<file path="config.mk">
export PLATFORM = sky130hd
export DESIGN_NAME = xlat_ctrl_regs
export DESIGN_NICKNAME = d
export VERILOG_FILES = /design/src/rtl/xlat_ctrl_pkg.sv /design/src/rtl/xlat_ctrl_ctl.sv /design/src/rtl/xlat_ctrl_dp.sv /design/src/rtl/xlat_ctrl_regs.sv
export SDC_FILE = /design/constraint.sdc
export NUM_CORES = 2
export LEC_CHECK = 0
export BUFFER_PORTS_ARGS = -buffer_cell sky130_fd_sc_hd__buf_2
export CORE_ASPECT_RATIO = 1.4
export CORE_UTILIZATION = 45
export CTS_BUF_LIST = sky130_fd_sc_hd__clkbuf_4 sky130_fd_sc_hd__clkbuf_8
export DETAILED_ROUTE_END_ITERATION = 12
export PLACE_DENSITY = 0.65
export SYNTH_ARGS = -nofsm -noshare
export SYNTH_HDL_FRONTEND = slang
export SYNTH_SLANG_ARGS = --single-unit
</file>
<file path="constraint.sdc">
create_clock -name clk -period 13.6 [get_ports clk]
set_clock_uncertainty 0.15 [all_clocks]
set_input_delay 1.36 -clock clk [delete_from_list [all_inputs] [get_ports clk]]
set_output_delay 1.36 -clock clk [all_outputs]
set_load 0.02 [all_outputs]
</file>
<file path="src/rtl/xlat_ctrl_pkg.sv">
package xlat_ctrl_pkg;
  localparam int DATA_W = 32;
  localparam int STRM_W = 4;
  localparam int SLOT_W = 2;
  localparam int SLOTS  = 1 << SLOT_W;
  localparam int CODE_W = 24;

  localparam int BIT_XLAT   = 7;
  localparam int BIT_BYP    = 8;
  localparam int BIT_BYPALT = 12;
  localparam int BIT_BUSY   = 2;
  localparam int BIT_GO     = 20;
  localparam int BIT_LOCK   = 15;
  localparam int BIT_FLAG   = 31;

  typedef enum logic [3:0] {
    RD_NONE, RD_CMD, RD_SEL, RD_FLT, RD_FA_LO, RD_FA_HI,
    RD_CFG, RD_ENA, RD_MODE, RD_BASE
  } rd_sel_e;

  typedef enum logic {INV_IDLE, INV_WAIT} inv_state_e;

  typedef struct packed {
    logic xlatEn;
    logic bypass;
    logic bypassAlt;
  } mode_t;

  typedef struct packed {
    logic              wrSel;
    logic              wrEna;
    logic              wrCfg;
    logic              wrMode;
    logic              wrBase;
    logic              fltClr;
    logic              invStart;
    logic [STRM_W-1:0] strmIdx;
    logic [SLOT_W-1:0] slotIdx;
    rd_sel_e           rdSel;
  } strb_t;
endpackage

</file>
<file path="src/rtl/xlat_ctrl_ctl.sv">
module xlat_ctrl_ctl
  import xlat_ctrl_pkg::*;
#(
  parameter int ADDR_W      = 12,
  parameter int NUM_STREAMS = 16
) (
  input  logic              clk,
  input  logic              rstN,
  input  logic [ADDR_W-1:0] regAddr,
  input  logic              regWrEn,
  input  logic [DATA_W-1:0] regWrData,
  input  logic              lockBit,
  input  logic              invAck,
  output strb_t             strb,
  output logic              busy
);
  localparam logic [31:0] OFF_CMD  = 32'h020;
  localparam logic [31:0] OFF_SEL  = 32'h034;
  localparam logic [31:0] OFF_FLT  = 32'h040;
  localparam logic [31:0] OFF_FALO = 32'h050;
  localparam logic [31:0] OFF_FAHI = 32'h054;
  localparam logic [31:0] OFF_CFG  = 32'h060;
  localparam logic [31:0] OFF_ENA  = 32'h0FC;
  localparam logic [31:0] MODE_LO  = 32'h100;
  localparam logic [31:0] MODE_HI  = MODE_LO + 32'(4 * NUM_STREAMS);
  localparam logic [31:0] BASE_LO  = 32'h200;
  localparam logic [31:0] BASE_HI  = BASE_LO + 32'(4 * SLOTS * NUM_STREAMS);

  logic [31:0]       addrW;
  rd_sel_e           sel;
  logic [STRM_W-1:0] strmIdx;
  logic [SLOT_W-1:0] slotIdx;
  inv_state_e        invState;

  assign addrW = 32'(regAddr);

  // address decode: one target per aligned mapped offset
  always_comb begin
    sel     = RD_NONE;
    strmIdx = '0;
    slotIdx = '0;
    if (regAddr[1:0] == 2'b00) begin
      if (addrW == OFF_CMD)       sel = RD_CMD;
      else if (addrW == OFF_SEL)  sel = RD_SEL;
      else if (addrW == OFF_FLT)  sel = RD_FLT;
      else if (addrW == OFF_FALO) sel = RD_FA_LO;
      else if (addrW == OFF_FAHI) sel = RD_FA_HI;
      else if (addrW == OFF_CFG)  sel = RD_CFG;
      else if (addrW == OFF_ENA)  sel = RD_ENA;
      else if (addrW >= MODE_LO && addrW < MODE_HI) begin
        sel     = RD_MODE;
        strmIdx = regAddr[2 +: STRM_W];
      end else if (addrW >= BASE_LO && addrW < BASE_HI) begin
        sel     = RD_BASE;
        strmIdx = regAddr[2 + SLOT_W +: STRM_W];
        slotIdx = regAddr[2 +: SLOT_W];
      end
    end
  end

  assign busy = (invState == INV_WAIT);

  always_comb begin
    strb          = '0;
    strb.rdSel    = sel;
    strb.strmIdx  = strmIdx;
    strb.slotIdx  = slotIdx;
    strb.wrSel    = regWrEn && (sel == RD_SEL);
    strb.wrEna    = regWrEn && (sel == RD_ENA);
    strb.wrCfg    = regWrEn && (sel == RD_CFG);
    strb.wrMode   = regWrEn && (sel == RD_MODE) && !lockBit;
    strb.wrBase   = regWrEn && (sel == RD_BASE) && !lockBit;
    strb.fltClr   = regWrEn && (sel == RD_FLT) && (regWrData == '1);
    strb.invStart = regWrEn && (sel == RD_CMD) && regWrData[BIT_GO] && !busy;
  end

  // invalidation sequencer: idle until started, waits for the acknowledge
  always_ff @(posedge clk) begin
    if (!rstN) begin
      invState <= INV_IDLE;
    end else begin
      unique case (invState)
        INV_IDLE: if (strb.invStart) invState <= INV_WAIT;
        INV_WAIT: if (invAck)        invState <= INV_IDLE;
        default:                     invState <= INV_IDLE;
      endcase
    end
  end
endmodule

</file>
<file path="src/rtl/xlat_ctrl_dp.sv">
module xlat_ctrl_dp
  import xlat_ctrl_pkg::*;
#(
  parameter int NUM_STREAMS = 16,
  parameter int FLT_ADDR_W  = 48
) (
  input  logic                   clk,
  input  logic                   rstN,
  input  strb_t                  strb,
  input  logic                   busy,
  input  logic [DATA_W-1:0]      regWrData,
  input  logic                   faultValid,
  input  logic [STRM_W-1:0]      faultStream,
  input  logic [CODE_W-1:0]      faultCode,
  input  logic [FLT_ADDR_W-1:0]  faultAddr,
  output logic [DATA_W-1:0]      regRdData,
  output logic                   lockBit,
  output logic                   fltFlag,
  output logic [NUM_STREAMS-1:0] invMask
);
  localparam int HI_W = FLT_ADDR_W - 32;

  logic [NUM_STREAMS-1:0] selMask;
  logic [NUM_STREAMS-1:0] enaMask;
  logic [STRM_W-1:0]      fltStrm;
  logic [CODE_W-1:0]      fltCode;
  logic [FLT_ADDR_W-1:0]  fltAddr;
  logic                   capture;
  mode_t                  modeArr [NUM_STREAMS];
  logic [DATA_W-1:0]      baseArr [NUM_STREAMS][SLOTS];

  // stream-wide masks and lock
  always_ff @(posedge clk) begin
    if (!rstN) begin
      selMask <= '0;
      enaMask <= '0;
      invMask <= '0;
      lockBit <= 1'b0;
    end else begin
      if (strb.wrSel)    selMask <= regWrData[NUM_STREAMS-1:0];
      if (strb.wrEna)    enaMask <= regWrData[NUM_STREAMS-1:0];
      if (strb.invStart) invMask <= selMask;
      if (strb.wrCfg && regWrData[BIT_LOCK]) lockBit <= 1'b1;
    end
  end

  // first-fault capture; a clear in the same cycle lets the new fault in
  assign capture = faultValid && (!fltFlag || strb.fltClr);

  always_ff @(posedge clk) begin
    if (!rstN) begin
      fltFlag <= 1'b0;
      fltStrm <= '0;
      fltCode <= '0;
      fltAddr <= '0;
    end else if (capture) begin
      fltFlag <= 1'b1;
      fltStrm <= faultStream;
      fltCode <= faultCode;
      fltAddr <= faultAddr;
    end else if (strb.fltClr) begin
      fltFlag <= 1'b0;
      fltStrm <= '0;
      fltCode <= '0;
      fltAddr <= '0;
    end
  end

  // per-stream mode and base storage
  for (genvar s = 0; s < NUM_STREAMS; s++) begin : g_strm
    always_ff @(posedge clk) begin
      if (!rstN) begin
        modeArr[s] <= '0;
      end else if (strb.wrMode && strb.strmIdx == STRM_W'(s)) begin
        modeArr[s] <= '{xlatEn:    regWrData[BIT_XLAT],
                        bypass:    regWrData[BIT_BYP],
                        bypassAlt: regWrData[BIT_BYPALT]};
      end
    end
    for (genvar k = 0; k < SLOTS; k++) begin : g_slot
      always_ff @(posedge clk) begin
        if (!rstN) begin
          baseArr[s][k] <= '0;
        end else if (strb.wrBase && strb.strmIdx == STRM_W'(s)
                     && strb.slotIdx == SLOT_W'(k)) begin
          baseArr[s][k] <= regWrData;
        end
      end
    end
  end

  // read mux
  always_comb begin
    mode_t m;
    m         = modeArr[strb.strmIdx];
    regRdData = '0;
    unique case (strb.rdSel)
      RD_CMD:   regRdData[BIT_BUSY] = busy;
      RD_SEL:   regRdData = DATA_W'(selMask);
      RD_ENA:   regRdData = DATA_W'(enaMask);
      RD_FLT:   begin
        regRdData[BIT_FLAG]     = fltFlag;
        regRdData[27:24]        = fltStrm;
        regRdData[CODE_W-1:0]   = fltCode;
      end
      RD_FA_LO: regRdData = fltAddr[31:0];
      RD_FA_HI: regRdData = DATA_W'(fltAddr[32 +: HI_W]);
      RD_CFG:   regRdData[BIT_LOCK] = lockBit;
      RD_MODE:  begin
        regRdData[BIT_XLAT]   = m.xlatEn;
        regRdData[BIT_BYP]    = m.bypass;
        regRdData[BIT_BYPALT] = m.bypassAlt;
      end
      RD_BASE:  regRdData = baseArr[strb.strmIdx][strb.slotIdx];
      default:  regRdData = '0;
    endcase
  end
endmodule

</file>
<file path="src/rtl/xlat_ctrl_regs.sv">
module xlat_ctrl_regs
  import xlat_ctrl_pkg::*;
#(
  parameter int NUM_STREAMS = 16,
  parameter int ADDR_W      = 12,
  parameter int FLT_ADDR_W  = 48
) (
  input  logic                   clk,
  input  logic                   rstN,
  input  logic [ADDR_W-1:0]      regAddr,
  input  logic                   regWrEn,
  input  logic [31:0]            regWrData,
  output logic [31:0]            regRdData,
  input  logic                   faultValid,
  input  logic [3:0]             faultStream,
  input  logic [23:0]            faultCode,
  input  logic [FLT_ADDR_W-1:0]  faultAddr,
  output logic                   invReq,
  output logic [NUM_STREAMS-1:0] invMask,
  input  logic                   invAck
);
  strb_t strb;
  logic  busy;
  logic  lockBit;
  logic  fltFlag;

  xlat_ctrl_ctl #(.ADDR_W(ADDR_W), .NUM_STREAMS(NUM_STREAMS)) u_ctl (
    .clk(clk), .rstN(rstN), .regAddr(regAddr), .regWrEn(regWrEn),
    .regWrData(regWrData), .lockBit(lockBit), .invAck(invAck),
    .strb(strb), .busy(busy)
  );

  xlat_ctrl_dp #(.NUM_STREAMS(NUM_STREAMS), .FLT_ADDR_W(FLT_ADDR_W)) u_dp (
    .clk(clk), .rstN(rstN), .strb(strb), .busy(busy), .regWrData(regWrData),
    .faultValid(faultValid), .faultStream(faultStream), .faultCode(faultCode),
    .faultAddr(faultAddr), .regRdData(regRdData), .lockBit(lockBit),
    .fltFlag(fltFlag), .invMask(invMask)
  );

  assign invReq = busy;
endmodule

</file>
# Word-level counts from Yosys, hierarchy flattened
# Memories as Yosys holds them, arrays and structs flattened.
# Index checks and enable logic that the tools add are counted.
# totals
register_bits,127
mem_bits_rw,2096
inputBits,125
memories,2
# memory_table
name,depth,width,read_ports,rd_clocked_by_memory_dff,write_ports,line_no,source
u_dp.baseArr,16,128,1,0,16,xlat_ctrl_dp.sv:30,logic [DATA_W-1:0] baseArr [NUM_STREAMS][SLOTS];
u_dp.modeArr,16,3,1,0,16,xlat_ctrl_dp.sv:29,mode_t modeArr [NUM_STREAMS];
# classes
n_lt_le_gt_ge,5
eq_ne,35
n_mux,376
bitwise_logic,82
n_reduce_logical,120
# op_table
operator,count
two-way mux 32 bit,66
two-way mux 1 bit,245
logical AND 1 bit,112
two-way mux 48 bit,2
two-way mux 4 bit,22
OR 1 bit,80
binary-select mux 32 bit (select 2 bit),1
"== test 12 x 7 -> 1 bit, second input constant",4
two-way mux 24 bit,2
two-way mux 3 bit,16
"== test 4 bit, second input constant",10
one-hot mux 12 bit (3 select lines),1
"== test 32 bit, second input constant",1
"== test 4 x 3 -> 1 bit, second input constant",8
"== test 12 x 6 -> 1 bit, second input constant",2
one-hot mux 2 bit (6 select lines),2
one-hot mux 4 bit (6 select lines),1
one-hot mux 1 bit (7 select lines),3
two-way mux 2 bit,10
one-hot mux 3 bit (6 select lines),1
"== test 4 x 2 -> 1 bit, second input constant",4
one-hot mux 2 bit (7 select lines),1
"== test 12 x 8 -> 1 bit, second input constant",1
"greater-or-equal comparator 12 x 10 -> 1 bit, second input constant",1
other kinds (17),22

# Logic depth before layout (Yosys ltp)
# logic_depth
ltp_word,21
mapped_depth,15
depth_no_buf,9

# Cells and area by module
# From an unflattened synthesis, not the netlist that was laid out.
# unflattened
cells_unflattened,6908
hier_area_um2,101512.4
# modules_own_cells
module,n_inst,cells_each,area_per_inst_um2
xlat_ctrl_dp,1,6810,100909.3
xlat_ctrl_ctl,1,98,603.1

# Least setup slack after synthesis
# OpenSTA, ideal clock, no wires.
# synth_timing
path_type,input to register
startpoint,in regAddr[10]
endpoint,"mem u_dp.baseArr[2][0] in the netlist's numbering, enable pin"
arrival_time_ns,5.755
t_required_ns,12.984
path_slack_ns,7.230
cell_stages,8
n_path_buf,1
cell_sequence,or4_4 -> or4_4 -> nor2_8 -> o41a_4 -> o211ai_4 -> or3_1 -> buf_6 -> o21ai_0
# synth_rtl
item,line_no,source
from (decl),xlat_ctrl_regs.sv:10,"input logic [ADDR_W-1:0] regAddr,"
to (decl),xlat_ctrl_dp.sv:30,

# Final worst setup path
# layout_timing
startpoint,in regAddr[10]
endpoint,out regRdData[30]
# layout_between
elab_chain_cells,17
# layout_rtl
item,line_no,source
greater-or-equal comparator 12 x 10 -> 1 bit / less-than comparator 12 x 10 -> 1 bit (equally long branches),xlat_ctrl_ctl.sv:53,end else if (addrW >= BASE_LO && addrW < BASE_HI) begin
logical AND 1 bit,xlat_ctrl_ctl.sv:53,
two-way mux 4 bit / two-way mux 2 bit (equally long branches),xlat_ctrl_ctl.sv:53,
two-way mux 4 bit / two-way mux 2 bit (equally long branches),xlat_ctrl_ctl.sv:50,else if (addrW >= MODE_LO && addrW < MODE_HI) begin
two-way mux 4 bit / two-way mux 2 bit (equally long branches),xlat_ctrl_ctl.sv:49,else if (addrW == OFF_ENA) sel = RD_ENA;
two-way mux 4 bit / two-way mux 2 bit (equally long branches),xlat_ctrl_ctl.sv:48,else if (addrW == OFF_CFG) sel = RD_CFG;
two-way mux 4 bit / two-way mux 2 bit (equally long branches),xlat_ctrl_ctl.sv:47,else if (addrW == OFF_FAHI) sel = RD_FA_HI;
two-way mux 4 bit / two-way mux 2 bit (equally long branches),xlat_ctrl_ctl.sv:46,else if (addrW == OFF_FALO) sel = RD_FA_LO;
two-way mux 4 bit / two-way mux 2 bit (equally long branches),xlat_ctrl_ctl.sv:45,else if (addrW == OFF_FLT) sel = RD_FLT;
two-way mux 4 bit / two-way mux 2 bit (equally long branches),xlat_ctrl_ctl.sv:44,else if (addrW == OFF_SEL) sel = RD_SEL;
two-way mux 4 bit / two-way mux 2 bit (equally long branches),xlat_ctrl_ctl.sv:43,if (addrW == OFF_CMD) sel = RD_CMD;
two-way mux 4 bit / two-way mux 2 bit (equally long branches),xlat_ctrl_ctl.sv:42,if (regAddr[1:0] == 2'b00) begin
memory read (16 x 128 bit) / NOT 2 -> 3 bit (equally long branches),n/a,
binary-select mux 32 bit (select 2 bit),xlat_ctrl_dp.sv:114,RD_BASE: regRdData = baseArr[strb.strmIdx][strb.slotIdx];
two-way mux 32 bit (not written as such) (2 in a row),xlat_ctrl_dp.sv:114,
one-hot mux 3 bit (2 select lines) *,xlat_ctrl_dp.sv:97,unique case (strb.rdSel)
to (decl),xlat_ctrl_regs.sv:13,"output logic [31:0] regRdData,"
# Mark *: on every way between the ends. The rest lies on a longest branch, timed or not. The select of a mux whose other input is x is not followed.

==> flow_summary.yaml <==
synth:
  ys_async_sr_fraction_pct: 0
  synth_area_um2: 100700
  synth_warnings: 0
  synth_cells: 8335
  ys_seq_area_share_pct: 65.03
  synth_cell_types: 69
  ys.flop_type: "edfxtp_1"
  synth_area_per_cell_um2: 12.08
  yosys-top-cells-area: "edfxtp_1, and2_1, nand2_1"
  synth_edf_count: 2096
  synth_top_area_share_pct: 62.51
  synth_area_leader_cell: "edfxtp_1"
  ys_ff_latch: 2223
  syn_nets: 8460
global_route:
  grt_usage_pct: 31.10
  grt_pass1_wl_um: 504300
  grt_pass1_vias: 70010
  grt_max_degree: 137
  antenna_found_initial: 24
  overflow: 0
placement:
  dp.cells: 10750
  gp_congestion: 0.9456
  port_buffers: 173
  dpl.hpwl_um: 195000
  place_ws_ns: 4.794
timing:
  post-route-min-period_ns: 9.190
  setup_viol: 0
  setup_tns_ns: 0
  worst_slew_pin_slew_ns: 1.475
  slew_headroom_pct: 1.694
  fmax_mhz: 108.8
  min_period_over_period_pct: 67.57
  setup_slack_ns: 4.410
  maxSlewViolCount: 0
  rsz0062_at_grt: "false"
  hold_viol_final: 0
final_layout:
  regArea_um2: 65480
  syn2layout_area_growth_pct: 10.06
  layout-drive-gt1-share_pct: 12.84
  layout.nets: 8313
  fin_util_pct: 49.78
  finalNonFillerCells: 11340
  multi_input_area_um2: 32630
  fill_cells: 19240
routing:
  via_per_inst: 6.295
  wirelength_um: 360200
  wl_per_cell_um: 31.75
  vias: 71420
  drcViolationCount: 0
  antenna_left: 0
  drtIter0Drc: 10090
  drt_first_pass_iters: 9
worst_setup_path:
  critPathRequiredTime_ns: 12.09
  criticalPathCategory: "in -> out"
  crit_family: "compound AO/OA/AOI/OAI gates"
  cp_max_fo: 56
  startpoint_type: "input port"
  endpoint_kind: "output port"
  max_stage_delay_ns: 1.15
  crit_path_cell_trace: "buf_2, nor4b_4, a32oi_1, nand3_4, buf_4, buf_4, o22ai_1, a21oi_1, o22ai_1, a221oi_1, o22ai_1, o31ai_1, buf_2"
  path_buf_inv: 4
  slowest_stage: "o31ai_1"
  arrival_ns: 7.68
  cpMostUsedCell: "o22ai_1"
clock_tree:
  ctsResizeCount: 0
  htreeDepth: 5
  clock-sinks: 2223
  hold_buffers: 0
  clk_pin_slew_ns: 0.07
  cts_tree: "yes"
  clk_latency_ns: 0.99
  post-cts-setup-buffers: 0
  cts_buffer_depth: 4
  cts_root_buffer: "clkbuf_8"
  numCtsBuffers: 334
power:
  finalPower_mw: 14.18
  p_per_area_nw_per_um2: 127.9
  ir_drop_uv: 100.5
  leakagePower_nw: 38.24
floorplanning:
  die-area_um2: 225700
  ioPinCount: 174
  die_width_um: 401.8
  initial_core_util_pct: 45.23
  fp-row-count: 205
  die_y_um: 561.7
  core_area_um2: 222600
run:
  max_cap_violations: 0
hold_path:
  min_path_type: "reg -> reg"
run_status:
  status: "completed"
[worst paths after layout]
path | startpoint | to | slack (ns) | cells past startpoint
max | regAddr[10] | regRdData[30] | 4.41 | 13
max reg2reg | u_dp.lockBit | u_dp.baseArr[1][124] | 9.96 | 5
min reg2reg | u_dp.enaMask[10] | u_dp.enaMask[10] | 0.32 | 2
min | u_dp.enaMask[10] | u_dp.enaMask[10] | 0.32 | 2
[through the flow]
step / hold slack, ns / cell area (µm²)
after floorplan: 0.2931 / 100700
after global placement: 0.3023 / 104300
after detailed placement: 0.3108 / 104300
after CTS: 0.3208 / 110800
after global routing: 0.3401 / 110800
final: 0.3196 / 110800
[cell usage after synthesis, drive strengths merged (3+ instances only)]
cell / n
nor2: 135
o21ai: 168
nand2: 1064
or4: 4
o221ai: 420
a222oi: 7
or3: 8
o211ai: 7
a22oi: 100
and2: 2053
nand3: 508
edfxtp: 2096
a211o: 6
a21boi: 109
o221a: 3
nor2b: 19
a221oi: 90
a211oi: 4
nor4: 5
clkbuf: 559
nor4b: 3
o22ai: 171
buf: 309
a21o: 3
nand4: 26
o31ai: 13
a32oi: 3
mux2i: 85
dfxtp: 127
nor3: 7
a22o: 60
a21oi: 119
or2: 5
and3: 10
nand2b: 4
[state kept, by name, summed over array words and instances (netlist names), 4 cells and up]
signal and flops:
u_dp.baseArr 2048, u_dp.enaMask 16, u_dp.fltAddr 48, u_dp.fltCode 24
u_dp.fltStrm 4, u_dp.invMask 16, u_dp.modeArr 48, u_dp.selMask 16
[per-layer routing]
| metal | global-route usage [%] | wire length [µm] |
|---|---|---|
| met1 | 36.98 | 125500 |
| met2 | 49.54 | 165600 |
| met3 | 8.006 | 41630 |
| met4 | 21.40 | 27430 |
| met5 | 0 | 30 |
[cell usage in the layout, fill, tap and decap left out, types with 127 or more instances in the layout]
cell type,n
and2_1,2051
buf_2,171
buf_4,204
clkbuf_8,344
dfxtp_1,127
edfxtp_1,2096
nand2_1,1059
nand3_1,505
o221ai_1,420
o22ai_1,171
[report_power, final]
group	switching (mW)	internal [mW]	total, mW
combinational	0.577	0.179	0.756
sequential	0.103	7.80	7.90
clock	2.66	2.86	5.52
total	3.34	10.8	14.2
[layout make-up]
type | count | area share, %
antenna | 10 | 0.02258
clock buffer | 447 | 4.970
clock inverter | 137 | 0.8626
inverter | 2 | 0.006774
multi-input combinational | 5242 | 29.45
sequential | 2223 | 59.09
tap | 2898 | 3.272
timing repair buffer | 385 | 2.330
[worst register-to-register path, stage by stage, from the launching register on]
cell	delay, ns
dfxtp_1	0.34
nor2b_2	0.11
buf_4	0.38
nand4_2	0.68
o21ai_4	1.01
buf_4	0.56
[logic make-up (layout without fill, tap and decap cells)]
kind of cell	after synthesis	count (layout)	share of synthesized area [%]
AND/OR/NAND/NOR	3857	3857	20.76
flip-flops	2223	2223	65.03
AO/OA/AOI/OAI	1299	1299	9.561
buffers and inverters	870	971	3.786
multiplexers	86	86	0.8562
other	0	10	0
No activity file was read; power rests on OpenSTA's default activity.
